[src/rtl/clk_mode_pkg.sv]
package clk_mode_pkg;
    typedef enum logic [1:0] {
        MODE_SELF     = 2'b00,
        MODE_FLL_INT  = 2'b01,
        MODE_BYP_EXT  = 2'b10,
        MODE_FLL_EXT  = 2'b11
    } clk_mode_t;

    typedef enum logic [1:0] {
        ST_IDLE      = 2'b00,
        ST_WAIT_REF  = 2'b01,
        ST_WAIT_DONE = 2'b10
    } req_state_t;
endpackage

[src/rtl/clk_once_bit.sv]
module clk_once_bit #(
    parameter logic RST_VAL = 1'b0
) (
    input  logic clk,
    input  logic rst_n,
    input  logic wr_en,
    input  logic d,
    output logic q
);
    logic taken;

    always_ff @(posedge clk or negedge rst_n) begin
        if (!rst_n) begin
            q     <= RST_VAL;
            taken <= 1'b0;
        end else if (wr_en && !taken) begin
            q     <= d;
            taken <= 1'b1;
        end
    end

    // once taken, the bit never moves again
    p_once_stable_r2_r3: assert property (@(posedge clk) disable iff (!rst_n)
        taken |=> $stable(q));
endmodule

[src/rtl/clk_mode_fsm.sv]
module clk_mode_fsm
    import clk_mode_pkg::*;
(
    input  logic       clk,
    input  logic       rst_n,
    input  logic       wr_en,
    input  logic [1:0] wr_mode,
    input  logic       ext_ref_ready,
    input  logic       switch_done,
    output logic [1:0] req_mode,
    output logic [1:0] sel_mode,
    output logic       pending
);
    req_state_t state_q, state_d;
    logic       first_seen;
    logic       ext_blocked;
    logic       accept;

    assign accept  = wr_en && (state_q == ST_IDLE) && !(ext_blocked && wr_mode[1]);
    assign pending = (state_q != ST_IDLE);

    always_comb begin
        state_d = state_q;
        unique case (state_q)
            ST_IDLE: begin
                if (accept)
                    state_d = (wr_mode == MODE_BYP_EXT) ? ST_WAIT_REF : ST_WAIT_DONE;
            end
            ST_WAIT_REF: begin
                if (ext_ref_ready)
                    state_d = ST_WAIT_DONE;
            end
            ST_WAIT_DONE: begin
                if (switch_done)
                    state_d = ST_IDLE;
            end
            default: state_d = ST_IDLE;
        endcase
    end

    always_ff @(posedge clk or negedge rst_n) begin
        if (!rst_n)
            state_q <= ST_IDLE;
        else
            state_q <= state_d;
    end

    always_ff @(posedge clk or negedge rst_n) begin
        if (!rst_n) begin
            req_mode    <= MODE_SELF;
            sel_mode    <= MODE_SELF;
            first_seen  <= 1'b0;
            ext_blocked <= 1'b0;
        end else begin
            if (wr_en && !first_seen) begin
                first_seen  <= 1'b1;
                ext_blocked <= !wr_mode[1];
            end
            if (accept)
                req_mode <= wr_mode;
            if (state_q == ST_WAIT_DONE && switch_done)
                sel_mode <= req_mode;
        end
    end

    p_lockout_r6: assert property (@(posedge clk) disable iff (!rst_n)
        ext_blocked |=> !req_mode[1]);

    p_ignore_pending_r8: assert property (@(posedge clk) disable iff (!rst_n)
        (pending && wr_en) |=> $stable(req_mode));

    p_ref_first_r9: assert property (@(posedge clk) disable iff (!rst_n)
        (state_q == ST_WAIT_REF && !ext_ref_ready) |=> (state_q == ST_WAIT_REF));

    p_sel_holds_r7: assert property (@(posedge clk) disable iff (!rst_n)
        (pending && !(state_q == ST_WAIT_DONE && switch_done)) |=> $stable(sel_mode));

    p_done_clears_r10: assert property (@(posedge clk) disable iff (!rst_n)
        (state_q == ST_WAIT_DONE && switch_done) |=> (!pending && sel_mode == $past(req_mode)));
endmodule

[src/rtl/clk_mode_ctl.sv]
module clk_mode_ctl
    import clk_mode_pkg::*;
#(
    parameter int PRESCALE_LO = 64,
    parameter int PRESCALE_HI = 1,
    localparam int PW = $clog2(PRESCALE_LO + 1)
) (
    input  logic          clk,
    input  logic          rst_n,
    input  logic          wr_en,
    input  logic [7:0]    wr_data,
    output logic [7:0]    rd_data,
    input  logic          ext_ref_ready,
    input  logic          switch_done,
    output logic [1:0]    sel_mode,
    output logic          change_pending,
    output logic [PW-1:0] prescale
);
    localparam int N_ONCE = 2;
    localparam logic [N_ONCE-1:0] ONCE_RST = 2'b10;

    logic [N_ONCE-1:0] once_q;
    logic [1:0]        req_mode;
    logic              osc_stop_q;
    logic              rsv_q;

    for (genvar i = 0; i < N_ONCE; i++) begin : g_once
        localparam int POS = (i == 1) ? 6 : 5;
        clk_once_bit #(.RST_VAL(ONCE_RST[i])) u_bit (
            .clk  (clk),
            .rst_n(rst_n),
            .wr_en(wr_en),
            .d    (wr_data[POS]),
            .q    (once_q[i])
        );
    end

    clk_mode_fsm u_fsm (
        .clk          (clk),
        .rst_n        (rst_n),
        .wr_en        (wr_en),
        .wr_mode      (wr_data[4:3]),
        .ext_ref_ready(ext_ref_ready),
        .switch_done  (switch_done),
        .req_mode     (req_mode),
        .sel_mode     (sel_mode),
        .pending      (change_pending)
    );

    always_ff @(posedge clk or negedge rst_n) begin
        if (!rst_n) begin
            osc_stop_q <= 1'b1;
            rsv_q      <= 1'b0;
        end else if (wr_en) begin
            osc_stop_q <= wr_data[2];
            rsv_q      <= wr_data[0];
        end
    end

    assign rd_data  = {1'b0, once_q[1], once_q[0], req_mode, osc_stop_q, 1'b0, rsv_q};
    assign prescale = (sel_mode[1] && !once_q[1]) ? PW'(PRESCALE_LO) : PW'(PRESCALE_HI);

    p_prescale_follows_r5: assert property (@(posedge clk) disable iff (!rst_n)
        (!sel_mode[1] && $stable(sel_mode)) |-> (prescale == PW'(PRESCALE_HI)));
endmodule

[config.mk]
export PLATFORM = sky130hd
export DESIGN_NAME = clk_mode_ctl
export DESIGN_NICKNAME = d
export VERILOG_FILES = /design/src/rtl/clk_mode_pkg.sv /design/src/rtl/clk_once_bit.sv /design/src/rtl/clk_mode_fsm.sv /design/src/rtl/clk_mode_ctl.sv
export SDC_FILE = /design/constraint.sdc
export NUM_CORES = 1
export LEC_CHECK = 0
export BUFFER_PORTS_ARGS = -buffer_cell sky130_fd_sc_hd__buf_2
export CAP_MARGIN = 5
export CELL_PAD_IN_SITES_DETAIL_PLACEMENT = 0
export CELL_PAD_IN_SITES_GLOBAL_PLACEMENT = 2
export CORE_AREA = 4 4 54 56
export DETAILED_ROUTE_END_ITERATION = 10
export DIE_AREA = 0 0 58 60
export PLACE_DENSITY = 0.73
export SETUP_SLACK_MARGIN = 0.05
export SYNTH_ARGS = -nofsm -noshare
export SYNTH_HDL_FRONTEND = slang
export SYNTH_SLANG_ARGS = --single-unit
[constraint.sdc]
create_clock -name clk -period 4.1 [get_ports clk]
set_clock_uncertainty 0.2 [all_clocks]
set_input_delay 0.615 -clock clk [delete_from_list [all_inputs] [get_ports clk]]
set_output_delay 0.615 -clock clk [all_outputs]
set_load 0.02 [all_outputs]
* Yosys cells after proc, flatten, opt, wreduce, memory -nomap -nowiden
Cells that the tools add are included.
** Word-level totals
- Bits of input ports :: 13
- Output and inout port bits :: 18
- Word-level logic and storage cells :: 40
- Register bits after elaboration :: 14
** Operators by class
- Reductions and logical operators :: 17
- Muxes and demuxes :: 6
- Eq/ne operators :: 6
** Operators with widths (count)
- logical AND 1 bit :: 8
- two-way mux 2 bit :: 4
- two-way mux 7 bit :: 1
- logical NOT 1 bit :: 6
- one-hot mux 2 bit (3 select lines) :: 1
- equality test 2 bit (second input constant) :: 2
- inequality test 2 bit (second input constant) :: 2
- AND reduction 3 bit :: 1
- equality test 2 x 1 -> 1 bit (second input constant) :: 1
- logical NOT 2 bit :: 1
- inequality test 2 x 1 -> 1 bit (second input constant) :: 1
- nonzero test 2 bit :: 1

* Depth between registers and ports, before layout
- Depth after elaboration :: 5
- Gate-level depth with buffers :: 3
- Gate-level depth less buffers :: 3

* By module
Synthesis repeated with hierarchy kept, for this count alone.
** Unflattened totals
- Cells, all modules :: 56
- Area, all modules :: 689.4 um2
** Modules (own cells, without submodules)
- clk_mode_fsm :: times used 1, cells each 30, area each 360.3 um2, seq. area each 200.2 um2
- clk_mode_ctl :: times used 1, cells each 16, area each 157.7 um2, seq. area each 51.3 um2
- clk_once_bit at g_once[1].u_bit :: times used 1, cells each 5, area each 86.3 um2, seq. area each 51.3 um2
- clk_once_bit at g_once[0].u_bit :: times used 1, cells each 5, area each 85.1 um2, seq. area each 50.0 um2

* Worst setup path after synthesis
Ideal clock, no wire load.
- Kind :: input to register
- Start point :: in wr_en
- End point :: reg u_fsm.req_mode[0]
- Library setup time :: 0.125 ns
- Stages on the path :: 3
- Slack :: 2.318 ns
- Data required time :: 3.775 ns
- Buffers on the path :: 0
- Arrival :: 1.457 ns
- Cells stage by stage :: or3b_1 > a21o_1 > mux2_4
** Between the ends
- Longest elaborated chain between the ends :: 2
** RTL lines
- start: declaration :: line clk_mode_ctl.sv:10 : input logic wr_en,
- logical AND 1 bit (2 in series) :: line clk_mode_fsm.sv:19 : assign accept = wr_en && (state_q == ST_IDLE) && !(ext_blocked && wr_mode[1]);
- end signal: assignment :: line clk_mode_fsm.sv:60 : req_mode <= wr_mode;
- end: declaration :: line clk_mode_fsm.sv:10 : output logic [1:0] req_mode,
No other way between the ends.
A chain may end at the register's enable or synchronous reset.

* Worst setup path in the final report
- Start point :: reg u_fsm.state_q[0]
- End point :: out change_pending
** Between the ends
- Longest elaborated chain between the ends :: 1
** RTL lines
- start: declaration :: line clk_mode_fsm.sv:14 : req_state_t state_q, state_d;
- start signal: assignment :: line clk_mode_fsm.sv:45 : state_q <= state_d;
- nonzero test 2 bit :: line clk_mode_fsm.sv:20 : assign pending = (state_q != ST_IDLE);
- end: declaration :: line clk_mode_ctl.sv:16 : output logic change_pending,
No other way between the ends.

==> impl_summary.md <==
Die
The effective utilization at floorplan is 27.31%. The die span in y is 60 um. The number of top-level pins is 31.

The total die area is 0.003480 sq mm. The number of rows created at floorplan is 18. The placeable core region is 0.002432 sq mm.

The die is 58 um wide.

Worst setup path
For the worst setup path, the data required time is 3.28 ns. The type of origin of the critical path is a register. The critical path goes through or2_2 > buf_2. The worst setup path is captured at an output port. The highest cell delay on the worst timing path is 0.41 ns. The worst path buffer plus inverter count is 1.

The largest fanout on the critical path is 5. The start-to-end type of the worst setup path is reg -> out. In this design, the largest share of critical-path delay is due to flip-flops.

The critical path data arrival time is 1.12 ns. The library cell contributing the largest single delay on the critical path is dfrtp_1.

Power and ir drop
After layout, the design draws a total of 0.0003974 W. Dividing total power by cell area gives a power density of 516.5 mW/mm^2. The static leakage is 0.3713 nW. The maximum vdd drop is 0.2430 mV.

Synth
The post-synthesis average cell area is 11.86 sq um. By instance count, the leading cell after synthesis is dfrtp_1. The library cell occupying the most area in the post-synthesis netlist is dfrtp_1. The flip-flop cell with the highest count after synthesis is dfrtp_1. The count of state elements after synthesis is 14. Sequential cells were found to cover 53.11% of the synthesized design area. Synthesis handed over a netlist of 56 instances. The synthesized netlist occupies a cell area of 664.4 sq um. The share of synthesized area in the top cell type comes to 45.20%. The commonest cells after synthesis are dfrtp_1 (12), buf_4 (11), mux2_2 (6). Synthesis instantiated 20 different standard cells from the library. For this run, asynchronously set or reset flops after synthesis account for 100.0%.

During synthesis, Yosys emitted a total of 0 warnings. After synthesis, the cell types taking the most area are dfrtp_1 (45%), buf_4 (12%), mux2_2 (10%). In this run, synthesis inferred 0 flip-flops with an integrated enable.

Routing
Dividing the detail-routed via count by the number of cells gives 4.038. The detailed router placed 424 vias in this run. The detail route stage leaves a number of antenna-violating nets equal to 0. The total wire length after detailed routing is 1081 um.

The detailed-route DRC error count is 0. The number of detailed-routing iterations run before antenna repair is 2. After detailed routing, the average wire length per cell comes to 10.30 um. The number of DRC markers in iteration 0 is 8.

Global routing
The overall routing resource usage is 6.770%. The largest net degree at the start of global routing is 15. The number of global-route vias before repair is 400. The number of antenna violations at the first check in global routing is 0.

The wire length of the first global-routing pass is 1704 um. The total overflow reported by the global router is 0.

Cells and area
Relative to the synthesized area, the layout overhead comes to 15.82%. The number of fillers in the final layout is 262. Once layout is complete, the cells apart from fillers number 105. For this run, the post-layout net count is 90. In the final layout, the share of cells above drive strength 1 is 50.67%.

The utilization of the core after routing is 31.64%. The repair_antennas step left the layout with diodes totalling 0.

Hold path
The worst min-delay path category is in -> async.

Flow run
The number of max-cap violations is 0.

Placed design
The number of placed instances, taps included is 102. During placement, the flow inserted port buffers numbering 21. The congestion estimate from routability-driven global placement came to 0.6785.

Summed over all nets, the half-perimeter wirelength after detailed placement is 883.1 um.

CTS
The number of gates resized after CTS is 0. The clock slew seen by the registers of the worst setup and hold paths is 0.07 ns. The clock latency at the later pin of the worst-skew pair is 0.26 ns.

The number of clock buffers inserted by TritonCTS is 3. Buffers inserted to repair hold after CTS numbered 0. In this run the number of H-tree levels came out at 1.

The root buffer cell chosen for the clock tree is clkbuf_4. Clock tree synthesis found a total of 14 sinks. The maximum root-to-sink buffer count is 2. Once the clock tree was built, the setup fixing pass inserted 0 buffers. The TritonCTS clock tree is yes.

Timing
Setup violations remaining at the end of the flow were counted as 0. Setup repair after global routing left no endpoint under its margin. The smallest clock period supported by the final layout is computed as 1.939 ns. The setup TNS is 0 ns. The total count of hold-check failures in the final report was 0.

The final critical-path share of the clock period is 47.30%. The count of final max-slew check failures is 0. The fmax is 515.6 MHz.

Status
The flow ran to the end, and the final reports show no timing, DRC or antenna violations.
registers in the layout, indices dropped and copies added, names as in the netlist:
name and flops:
g_once.u_bit.taken 2, u_fsm.first_seen 1, u_fsm.ext_blocked 1, u_fsm.req_mode 2, rsv_q 1, osc_stop_q 1, u_fsm.sel_mode 2, g_once.u_bit.q 2
u_fsm.state_q 2
path summary, 6_finish.rpt:
| check | start | cells past startpoint | slack [ns] | to |
|---|---|---|---|---|
| max reg2reg | u_fsm.state_q[0] | 3 | 2.46 | u_fsm.req_mode[0] |
| max in group asynchronous | rst_n | 1 | 3.39 | g_once[1].u_bit.q |
| max | u_fsm.state_q[0] | 2 | 2.16 | change_pending |
| min reg2reg | u_fsm.first_seen | 1 | 0.26 | u_fsm.first_seen |
| min in group clk | u_fsm.first_seen | 1 | 0.26 | u_fsm.first_seen |
| min | rst_n | 1 | 0.03 | g_once[0].u_bit.taken |
stage by stage:
stage	setup slack [ns]	hold slack, ns	area [sq um]
2_1_floorplan	2.318	0.1194	686.9
3_3_place_gp	2.084	0.2426	747.0
3_5_place_dp	2.086	0.2428	747.0
4_1_cts	2.139	0.02423	769.5
5_1_grt	2.088	0.03113	769.5
6_report	2.161	0.02750	769.5
cell type report:
class,instances,area (sq um),area share (%)
sequential,14,352.8,45.85
multi-input combinational,34,240.2,31.22
timing repair buffer,21,105.1,13.66
tap,30,37.54,4.878
clock buffer,3,22.52,2.927
inverter,3,11.26,1.463
cell usage in the layout (no fill, tap or decap), drive strengths merged, types with 2 or more instances in the layout:
master  instances
mux2            7
dfstp           2
conb            7
nor2            2
or3b            2
buf            21
dfrtp          12
nor2b           2
nand2b          3
clkbuf          3
inv             3
or2             4
per-layer routing:
metal  vias up  track usage, %  part of all wire [%]
li1        208               -                     -
met1       197           7.703                    39
met2        17           9.516                    49
met3         2           2.376                   9.8
met4         0           6.954                   1.7
met5         -               0                     0
worst reg2reg max path: cells and delay by family, from the launching register on:
family,cells,cell delay [ns]
mux,1,0.30
flops,1,0.41
simple gates,1,0.42
compound gates,1,0.21
report_power, final:
group	internal, W	switching [W]	total (W)
clock	0.0000339	0.0000369	0.0000708
sequential	0.000167	0.0000187	0.000186
combinational	0.0000589	0.0000817	0.000141
total	0.000260	0.000137	0.000397
logic make-up (layout without fill, tap and decap cells):
group / Yosys count / count (layout) / synth area share [%]
other cells: 1 / 7 / 0.5644
compound gates: 5 / 5 / 5.838
mux: 7 / 7 / 12.43
flops: 14 / 14 / 53.11
simple gates: 15 / 15 / 13.94
buf+inv: 14 / 27 / 14.12
Power figures use the tool's default switching activity.
